File: config.mk
export PLATFORM = sky130hd
export DESIGN_NAME = uop_datapath
export DESIGN_NICKNAME = d
export VERILOG_FILES = /design/src/rtl/uop_pkg.sv /design/src/rtl/uop_field_dec.sv /design/src/rtl/uop_ac_unit.sv /design/src/rtl/uop_dr_unit.sv /design/src/rtl/uop_addr_unit.sv /design/src/rtl/uop_datapath.sv
export SDC_FILE = /design/constraint.sdc
export NUM_CORES = 1
export LEC_CHECK = 0
export BUFFER_PORTS_ARGS = -buffer_cell sky130_fd_sc_hd__buf_2
export CAP_MARGIN = 0
export CORE_UTILIZATION = 60
export CTS_CLUSTER_SIZE = 30
export DETAILED_ROUTE_END_ITERATION = 16
export HOLD_SLACK_MARGIN = 0.08
export MAX_ROUTING_LAYER = met4
export PLACE_DENSITY = 0.92
export SETUP_SLACK_MARGIN = 0.3
export SLEW_MARGIN = 40
export SYNTH_ARGS = -nofsm -noshare
export SYNTH_HDL_FRONTEND = slang
export SYNTH_SLANG_ARGS = --single-unit
File: constraint.sdc
create_clock -name clk_i -period 7.81 [get_ports clk_i]
set_clock_uncertainty 0.2 [all_clocks]
set_input_delay 0.781 -clock clk_i [delete_from_list [all_inputs] [get_ports clk_i]]
set_output_delay 0.781 -clock clk_i [all_outputs]
set_load 0.01 [all_outputs]
File: src/rtl/uop_pkg.sv
package uop_pkg;
  localparam int FW = 3;

  typedef enum logic [FW-1:0] {
    F1_NOP, F1_ADD_DR, F1_CLEAR_AC, F1_INC_AC,
    F1_LOAD_AC, F1_AR_FROM_DR, F1_AR_FROM_PC, F1_MEM_WR
  } f1_e;

  typedef enum logic [FW-1:0] {
    F2_NOP, F2_SUB_DR, F2_OR_DR, F2_AND_DR,
    F2_MEM_RD, F2_DR_FROM_AC, F2_INC_DR, F2_DR_FROM_PC
  } f2_e;

  typedef enum logic [FW-1:0] {
    F3_NOP, F3_XOR_DR, F3_NOT_AC, F3_SHL_AC,
    F3_SHR_AC, F3_INC_PC, F3_PC_FROM_AR, F3_SPARE
  } f3_e;
endpackage

File: src/rtl/uop_field_dec.sv
module uop_field_dec #(
  parameter int FW = 3,
  localparam int NCODE = 1 << FW
) (
  input  logic [FW-1:0]    code_i,
  output logic [NCODE-1:0] sel_o
);
  for (genvar g = 0; g < NCODE; g++) begin : g_line
    assign sel_o[g] = (code_i == FW'(g));
  end
endmodule

File: src/rtl/uop_ac_unit.sv
module uop_ac_unit
  import uop_pkg::*;
#(
  parameter int DW = 16,
  localparam int NCODE = 1 << FW
) (
  input  logic             clk_i,
  input  logic             rst_ni,
  input  logic [NCODE-1:0] sel1_i,
  input  logic [NCODE-1:0] sel2_i,
  input  logic [NCODE-1:0] sel3_i,
  input  logic [DW-1:0]    dr_i,
  output logic [DW-1:0]    ac_o
);
  logic [DW-1:0] ac_q, ac_d;
  logic          f1_hit, f2_hit, f3_hit;

  assign f1_hit = sel1_i[F1_ADD_DR] | sel1_i[F1_CLEAR_AC] | sel1_i[F1_INC_AC] | sel1_i[F1_LOAD_AC];
  assign f2_hit = sel2_i[F2_SUB_DR] | sel2_i[F2_OR_DR] | sel2_i[F2_AND_DR];
  assign f3_hit = sel3_i[F3_XOR_DR] | sel3_i[F3_NOT_AC] | sel3_i[F3_SHL_AC] | sel3_i[F3_SHR_AC];

  // fixed priority F1 > F2 > F3 for AC writers
  always_comb begin
    ac_d = ac_q;
    if (f1_hit) begin
      if (sel1_i[F1_ADD_DR])        ac_d = ac_q + dr_i;
      else if (sel1_i[F1_CLEAR_AC]) ac_d = '0;
      else if (sel1_i[F1_INC_AC])   ac_d = ac_q + DW'(1);
      else                          ac_d = dr_i;
    end else if (f2_hit) begin
      if (sel2_i[F2_SUB_DR])        ac_d = ac_q - dr_i;
      else if (sel2_i[F2_OR_DR])    ac_d = ac_q | dr_i;
      else                          ac_d = ac_q & dr_i;
    end else if (f3_hit) begin
      if (sel3_i[F3_XOR_DR])        ac_d = ac_q ^ dr_i;
      else if (sel3_i[F3_NOT_AC])   ac_d = ~ac_q;
      else if (sel3_i[F3_SHL_AC])   ac_d = {ac_q[DW-2:0], 1'b0};
      else                          ac_d = {1'b0, ac_q[DW-1:1]};
    end
  end

  always_ff @(posedge clk_i or negedge rst_ni) begin
    if (!rst_ni) ac_q <= '0;
    else         ac_q <= ac_d;
  end

  assign ac_o = ac_q;


  spare_code_chk: assert property (@(posedge clk_i) disable iff (!rst_ni)
    (sel3_i[F3_SPARE] && !f1_hit && !f2_hit) |=> $stable(ac_q));

  clear_wins_chk: assert property (@(posedge clk_i) disable iff (!rst_ni)
    sel1_i[F1_CLEAR_AC] |=> (ac_q == '0));
endmodule

File: src/rtl/uop_dr_unit.sv
module uop_dr_unit
  import uop_pkg::*;
#(
  parameter int DW = 16,
  parameter int AW = 11,
  localparam int NCODE = 1 << FW
) (
  input  logic             clk_i,
  input  logic             rst_ni,
  input  logic [NCODE-1:0] sel2_i,
  input  logic [DW-1:0]    ac_i,
  input  logic [AW-1:0]    pc_i,
  input  logic [DW-1:0]    mem_rdata_i,
  output logic [DW-1:0]    dr_o
);
  logic [DW-1:0] dr_q, dr_d;

  always_comb begin
    dr_d = dr_q;
    unique case (1'b1)
      sel2_i[F2_MEM_RD]:     dr_d = mem_rdata_i;
      sel2_i[F2_DR_FROM_AC]: dr_d = ac_i;
      sel2_i[F2_INC_DR]:     dr_d = dr_q + DW'(1);
      sel2_i[F2_DR_FROM_PC]: dr_d = {dr_q[DW-1:AW], pc_i};
      default:               dr_d = dr_q;
    endcase
  end

  always_ff @(posedge clk_i or negedge rst_ni) begin
    if (!rst_ni) dr_q <= '0;
    else         dr_q <= dr_d;
  end

  assign dr_o = dr_q;


  rd_capture_chk: assert property (@(posedge clk_i) disable iff (!rst_ni)
    sel2_i[F2_MEM_RD] |=> (dr_q == $past(mem_rdata_i)));
endmodule

File: src/rtl/uop_addr_unit.sv
module uop_addr_unit
  import uop_pkg::*;
#(
  parameter int DW = 16,
  parameter int AW = 11,
  localparam int NCODE = 1 << FW
) (
  input  logic             clk_i,
  input  logic             rst_ni,
  input  logic [NCODE-1:0] sel1_i,
  input  logic [NCODE-1:0] sel3_i,
  input  logic [DW-1:0]    dr_i,
  output logic [AW-1:0]    ar_o,
  output logic [AW-1:0]    pc_o
);
  logic [AW-1:0] ar_q, pc_q, ar_mux;
  logic          ar_ld;

  // AR source mux: PC or low DR bits
  assign ar_mux = sel1_i[F1_AR_FROM_PC] ? pc_q : dr_i[AW-1:0];
  assign ar_ld  = sel1_i[F1_AR_FROM_PC] | sel1_i[F1_AR_FROM_DR];

  always_ff @(posedge clk_i or negedge rst_ni) begin
    if (!rst_ni) begin
      ar_q <= '0;
      pc_q <= '0;
    end else begin
      if (ar_ld) ar_q <= ar_mux;
      if (sel3_i[F3_INC_PC])          pc_q <= pc_q + AW'(1);
      else if (sel3_i[F3_PC_FROM_AR]) pc_q <= ar_q;
    end
  end

  assign ar_o = ar_q;
  assign pc_o = pc_q;


  ar_hold_chk: assert property (@(posedge clk_i) disable iff (!rst_ni)
    !(sel1_i[F1_AR_FROM_PC] || sel1_i[F1_AR_FROM_DR]) |=> $stable(ar_q));

  pc_hold_chk: assert property (@(posedge clk_i) disable iff (!rst_ni)
    !(sel3_i[F3_INC_PC] || sel3_i[F3_PC_FROM_AR]) |=> $stable(pc_q));

  pc_wrap_chk: assert property (@(posedge clk_i) disable iff (!rst_ni)
    sel3_i[F3_INC_PC] |=> (pc_q == AW'($past(pc_q) + AW'(1))));
endmodule

File: src/rtl/uop_datapath.sv
module uop_datapath
  import uop_pkg::*;
#(
  parameter int DW = 16,
  parameter int AW = 11,
  localparam int NCODE = 1 << FW,
  localparam int OPW = DW - AW - 1
) (
  input  logic           clk_i,
  input  logic           rst_ni,
  input  logic [FW-1:0]  f1_i,
  input  logic [FW-1:0]  f2_i,
  input  logic [FW-1:0]  f3_i,
  output logic [AW-1:0]  mem_addr_o,
  output logic [DW-1:0]  mem_wdata_o,
  output logic           mem_we_o,
  output logic           mem_re_o,
  input  logic [DW-1:0]  mem_rdata_i,
  output logic [DW-1:0]  ac_o,
  output logic [DW-1:0]  dr_o,
  output logic [AW-1:0]  ar_o,
  output logic [AW-1:0]  pc_o,
  output logic           ind_flag_o,
  output logic           sign_flag_o,
  output logic           zero_flag_o,
  output logic [OPW-1:0] opcode_o
);
  logic [2:0][FW-1:0]    codes;
  logic [2:0][NCODE-1:0] sel;
  logic [DW-1:0]         ac, dr;
  logic [AW-1:0]         ar, pc;

  assign codes = {f3_i, f2_i, f1_i};

  for (genvar g = 0; g < 3; g++) begin : g_dec
    uop_field_dec #(.FW(FW)) u_dec (
      .code_i(codes[g]),
      .sel_o (sel[g])
    );
  end

  uop_ac_unit #(.DW(DW)) u_ac (
    .clk_i, .rst_ni,
    .sel1_i(sel[0]), .sel2_i(sel[1]), .sel3_i(sel[2]),
    .dr_i  (dr),
    .ac_o  (ac)
  );

  uop_dr_unit #(.DW(DW), .AW(AW)) u_dr (
    .clk_i, .rst_ni,
    .sel2_i     (sel[1]),
    .ac_i       (ac),
    .pc_i       (pc),
    .mem_rdata_i(mem_rdata_i),
    .dr_o       (dr)
  );

  uop_addr_unit #(.DW(DW), .AW(AW)) u_addr (
    .clk_i, .rst_ni,
    .sel1_i(sel[0]), .sel3_i(sel[2]),
    .dr_i  (dr),
    .ar_o  (ar),
    .pc_o  (pc)
  );

  assign mem_addr_o  = ar;
  assign mem_wdata_o = dr;
  assign mem_we_o    = rst_ni & sel[0][F1_MEM_WR];
  assign mem_re_o    = rst_ni & sel[1][F2_MEM_RD];

  assign ac_o        = ac;
  assign dr_o        = dr;
  assign ar_o        = ar;
  assign pc_o        = pc;
  assign ind_flag_o  = dr[DW-1];
  assign sign_flag_o = ac[DW-1];
  assign zero_flag_o = (ac == '0);
  assign opcode_o    = dr[DW-2:AW];


  idle_hold_chk: assert property (@(posedge clk_i) disable iff (!rst_ni)
    (f1_i == '0 && f2_i == '0 && f3_i == '0)
      |=> ($stable(ac) && $stable(dr) && $stable(ar) && $stable(pc)));

  zero_flag_chk: assert property (@(posedge clk_i) disable iff (!rst_ni)
    sel[0][F1_CLEAR_AC] |=> zero_flag_o);
endmodule

==> flow_summary_export.csv <==
group,metric,value,unit
status,status,"finished, final reports clean",
timing,worst_pin_slew,1010,ps
worst_setup_path,r2r_start,"u_ac.ac_o[0]$_DFFE_PN0P_",
clock_network,htree_levels,2,
logic_synthesis,avgSynthCellArea,7.43,sq um
worst_setup_path,regToRegEndpoint,"u_ac.ac_o[14]$_DFFE_PN0P_",
drt,wl_per_cell,23.5,microns
drt,dr_wl_met3,3570,microns
clock_network,worstSkewPairLatency,310,ps
logic_synthesis,synth_top_area_share,19.4,%
global_routing,grtUsageTotal,45.0,%
logic_synthesis,ys_seq_area_share,19.4,%
place,io_buffers,116,
clock_network,cts_tree,"yes",
worst_setup_path,endpoint,"u_ac.ac_o[14]$_DFFE_PN0P_",
place,dp_cells,1100,
drt,drtIter0Drc,1468,
timing,max_freq,272,MHz
drt,wirelength,26000,microns
drt,m1WireLength,10100,microns
logic_synthesis,synth_flop_cell,"dfrtp_1",
min_path,hold_class,"in -> async",
power_and_ir_drop,p_leak,0.00320,uW
global_routing,grt_max_degree,61,
finish,num_antenna_cells,0,
clock_network,cts_buffers,5,
floorplan,pin_count,117,
global_routing,grt_pass1_vias,7011,
clock_network,cts_buffer_depth,2,
place,place_congestion,1.09,
finish,nets,1049,
timing,slew_viol_final,0,
clock_network,postCtsHoldBufs,0,
worst_setup_path,startpoint,"u_ac.ac_o[0]$_DFFE_PN0P_",
floorplan,die_area,12000,sq um
worst_setup_path,crit_path_max_incr_delay,560,ps
worst_setup_path,crit_type,"reg -> reg",
floorplan,die_h,110,microns
finish,drive_gt1_share,16.2,%
floorplan,start_util,62.8,%
floorplan,core_area,11100,sq um
logic_synthesis,ys_ff_latch,54,
timing,finalCritPeriodShare,47.0,%
worst_setup_path,crit_slowest_cell,"dfrtp_1",
drt,met2_wirelength,11200,microns
finish,n_fill_cell,979,
clock_network,clk_pin_slew,80,ps
worst_setup_path,worstPathCellList,"inv_1 > ha_1 > fa_1 > or2_1 > a221o_1 > a211oi_1 > o211ai_1 > a21oi_1 > o41a_1 > nand4_1",
flow_run,maxCapViolations,0,
global_routing,grt_pass1_wl,39400,microns
logic_synthesis,ys_top_cells_by_count,"a21oi_1, o21ai_0, nor2_1, nand2_1, inv_1",
drt,routed.top_layer,"met4",
logic_synthesis,synth_most_common_cell,"a21oi_1",
finish,final_cells,1108,
place,dp_hpwl,18400,microns
worst_setup_path,cp_max_fo,11,
drt,route.antenna.remaining_nets,0,
timing,hold_slack,177,ps
global_routing,overflow,0,
floorplan,rows,38,
drt,via_per_inst,7.19,
logic_synthesis,synthDistinctLibCells,71,
timing,rsz0062_at_grt,"no",
logic_synthesis,synth_cells,936,
worst_setup_path,rr_worst_depth,10,
drt,first_pass_iters,6,
clock_network,clock-sinks,54,
power_and_ir_drop,ir_drop,226,uV
clock_network,cts_root_buf,"clkbuf_16",
global_routing,antenna_found_initial,0,
worst_setup_path,arrival,3650,ps
timing,tns,0,ps
logic_synthesis,async_reset_ff_share,100,%
power_and_ir_drop,powerDensity,312,nW/um^2
timing,hold_violations,0,
logic_synthesis,synth_area,6950,sq um
clock_network,cts_setup_buffers,0,
logic_synthesis,synth_area_leader_cell,"dfrtp_1",
timing,period_needed,3670,ps
drt,drc,0,
logic_synthesis,syn-num-nets,1018,
worst_setup_path,start_kind,"flop",
drt,route.vias.total,7961,
floorplan,die_w,110,microns
timing,setup_violations,0,
worst_setup_path,endpoint_kind,"flop",
clock_network,cts_resized,0,
timing,slew_headroom,32.2,%
worst_setup_path,rrSetupSlack,4140,ps
logic_synthesis,synth_top_cells_by_area,"dfrtp_1, ha_1, a21oi_1",
finish,syn_to_final_growth,6.84,%
logic_synthesis,synth_warnings,0,
worst_setup_path,cp.required,7790,ps
logic_synthesis,synth_edf_count,0,
-- critical path: cells and delay by family, from the launching register on --
family,cells,cell delay (ps)
adder cells (fa/ha/maj),2,710
flip-flops,1,560
buffers and inverters,1,170
AND/OR/NAND/NOR,2,360
AO/OA/AOI/OAI,5,1530
-- cell usage in the layout, fill, tap and decap left out, types with 8 or more instances in the layout --
master,count
a221oi_1,11
buf_4,9
nand2b_1,11
and3_1,12
o211ai_1,13
ha_1,53
inv_1,57
xnor2_1,33
a211oi_1,12
nor2_1,70
o22ai_1,37
nor2b_1,14
nor3_1,13
a22oi_1,18
a21oi_1,96
nand3_1,16
a21o_1,8
o21ai_0,77
a31oi_1,14
o221ai_1,11
nand2_1,67
dfrtp_1,54
buf_2,115
-- per-layer routing --
| layer | global-route usage (%) | vias up |
|---|---|---|
| met5 | - | - |
| met4 | 19.0 | 0 |
| met1 | 59.7 | 3708 |
| met2 | 65.7 | 691 |
| li1 | - | 3461 |
| met3 | 10.1 | 101 |
-- cell type report --
cell class	instances	area, sq um	share of cell area, %
inverter	59	221	2.98
sequential	54	1350	18.2
timing repair buffer	124	643	8.66
multi-input combinational	723	4880	65.7
clock inverter	2	16.3	0.219
clock buffer	6	139	1.87
tap	140	175	2.36
-- power breakdown --
group / total (uW) / leakage, uW / internal [uW] / switching, uW
registers: 597 / 0.000638 / 356 / 241
clock network: 256 / 0.0000735 / 130 / 127
logic: 1470 / 0.00249 / 595 / 872
-- cells by family (layout without fill, tap and decap cells) --
kind of cell	after synthesis	in the layout	share of synthesized area, %
adder cells (fa/ha/maj)	55	55	10.1
XOR/XNOR	38	38	4.89
multiplexers	17	17	3.78
flip-flops	54	54	19.4
AO/OA/AOI/OAI	370	370	34.4
buffers and inverters	159	191	10.6
AND/OR/NAND/NOR	243	243	16.8
-- registers in the layout (all words and copies together), names as in the netlist --
name,flops
u_addr.pc_o,11
u_dr.dr_o,16
u_ac.ac_o,16
u_addr.ar_o,11
-- through the flow --
step	cell area [sq um]	setup slack, ps	power (uW)	util [%]
global placement	7250	4340	1980	65.5
floorplan	6950	4550	1590	-
detailed placement	7260	4280	2000	65.6
global route	7430	3940	2450	67.1
CTS	7420	4260	2250	67.0
finish	7430	4140	2320	67.1
-- how the worst min path moves through the flow --
stage	from	slack, ps	endpoint	depth (start not counted)
floorplan	rst_ni	290	u_ac.ac_o[0]$_DFFE_PN0P_	0
global placement	u_addr.ar_o[1]$_DFFE_PN0P_	400	u_addr.pc_o[1]$_DFFE_PN0P_	2
detailed placement	u_addr.ar_o[1]$_DFFE_PN0P_	400	u_addr.pc_o[1]$_DFFE_PN0P_	2
CTS	rst_ni	180	u_dr.dr_o[6]$_DFFE_PN0P_	1
global route	rst_ni	180	u_dr.dr_o[6]$_DFFE_PN0P_	1
finish	rst_ni	180	u_addr.pc_o[5]$_DFFE_PN0P_	1
Power figures use the tool's default switching activity.
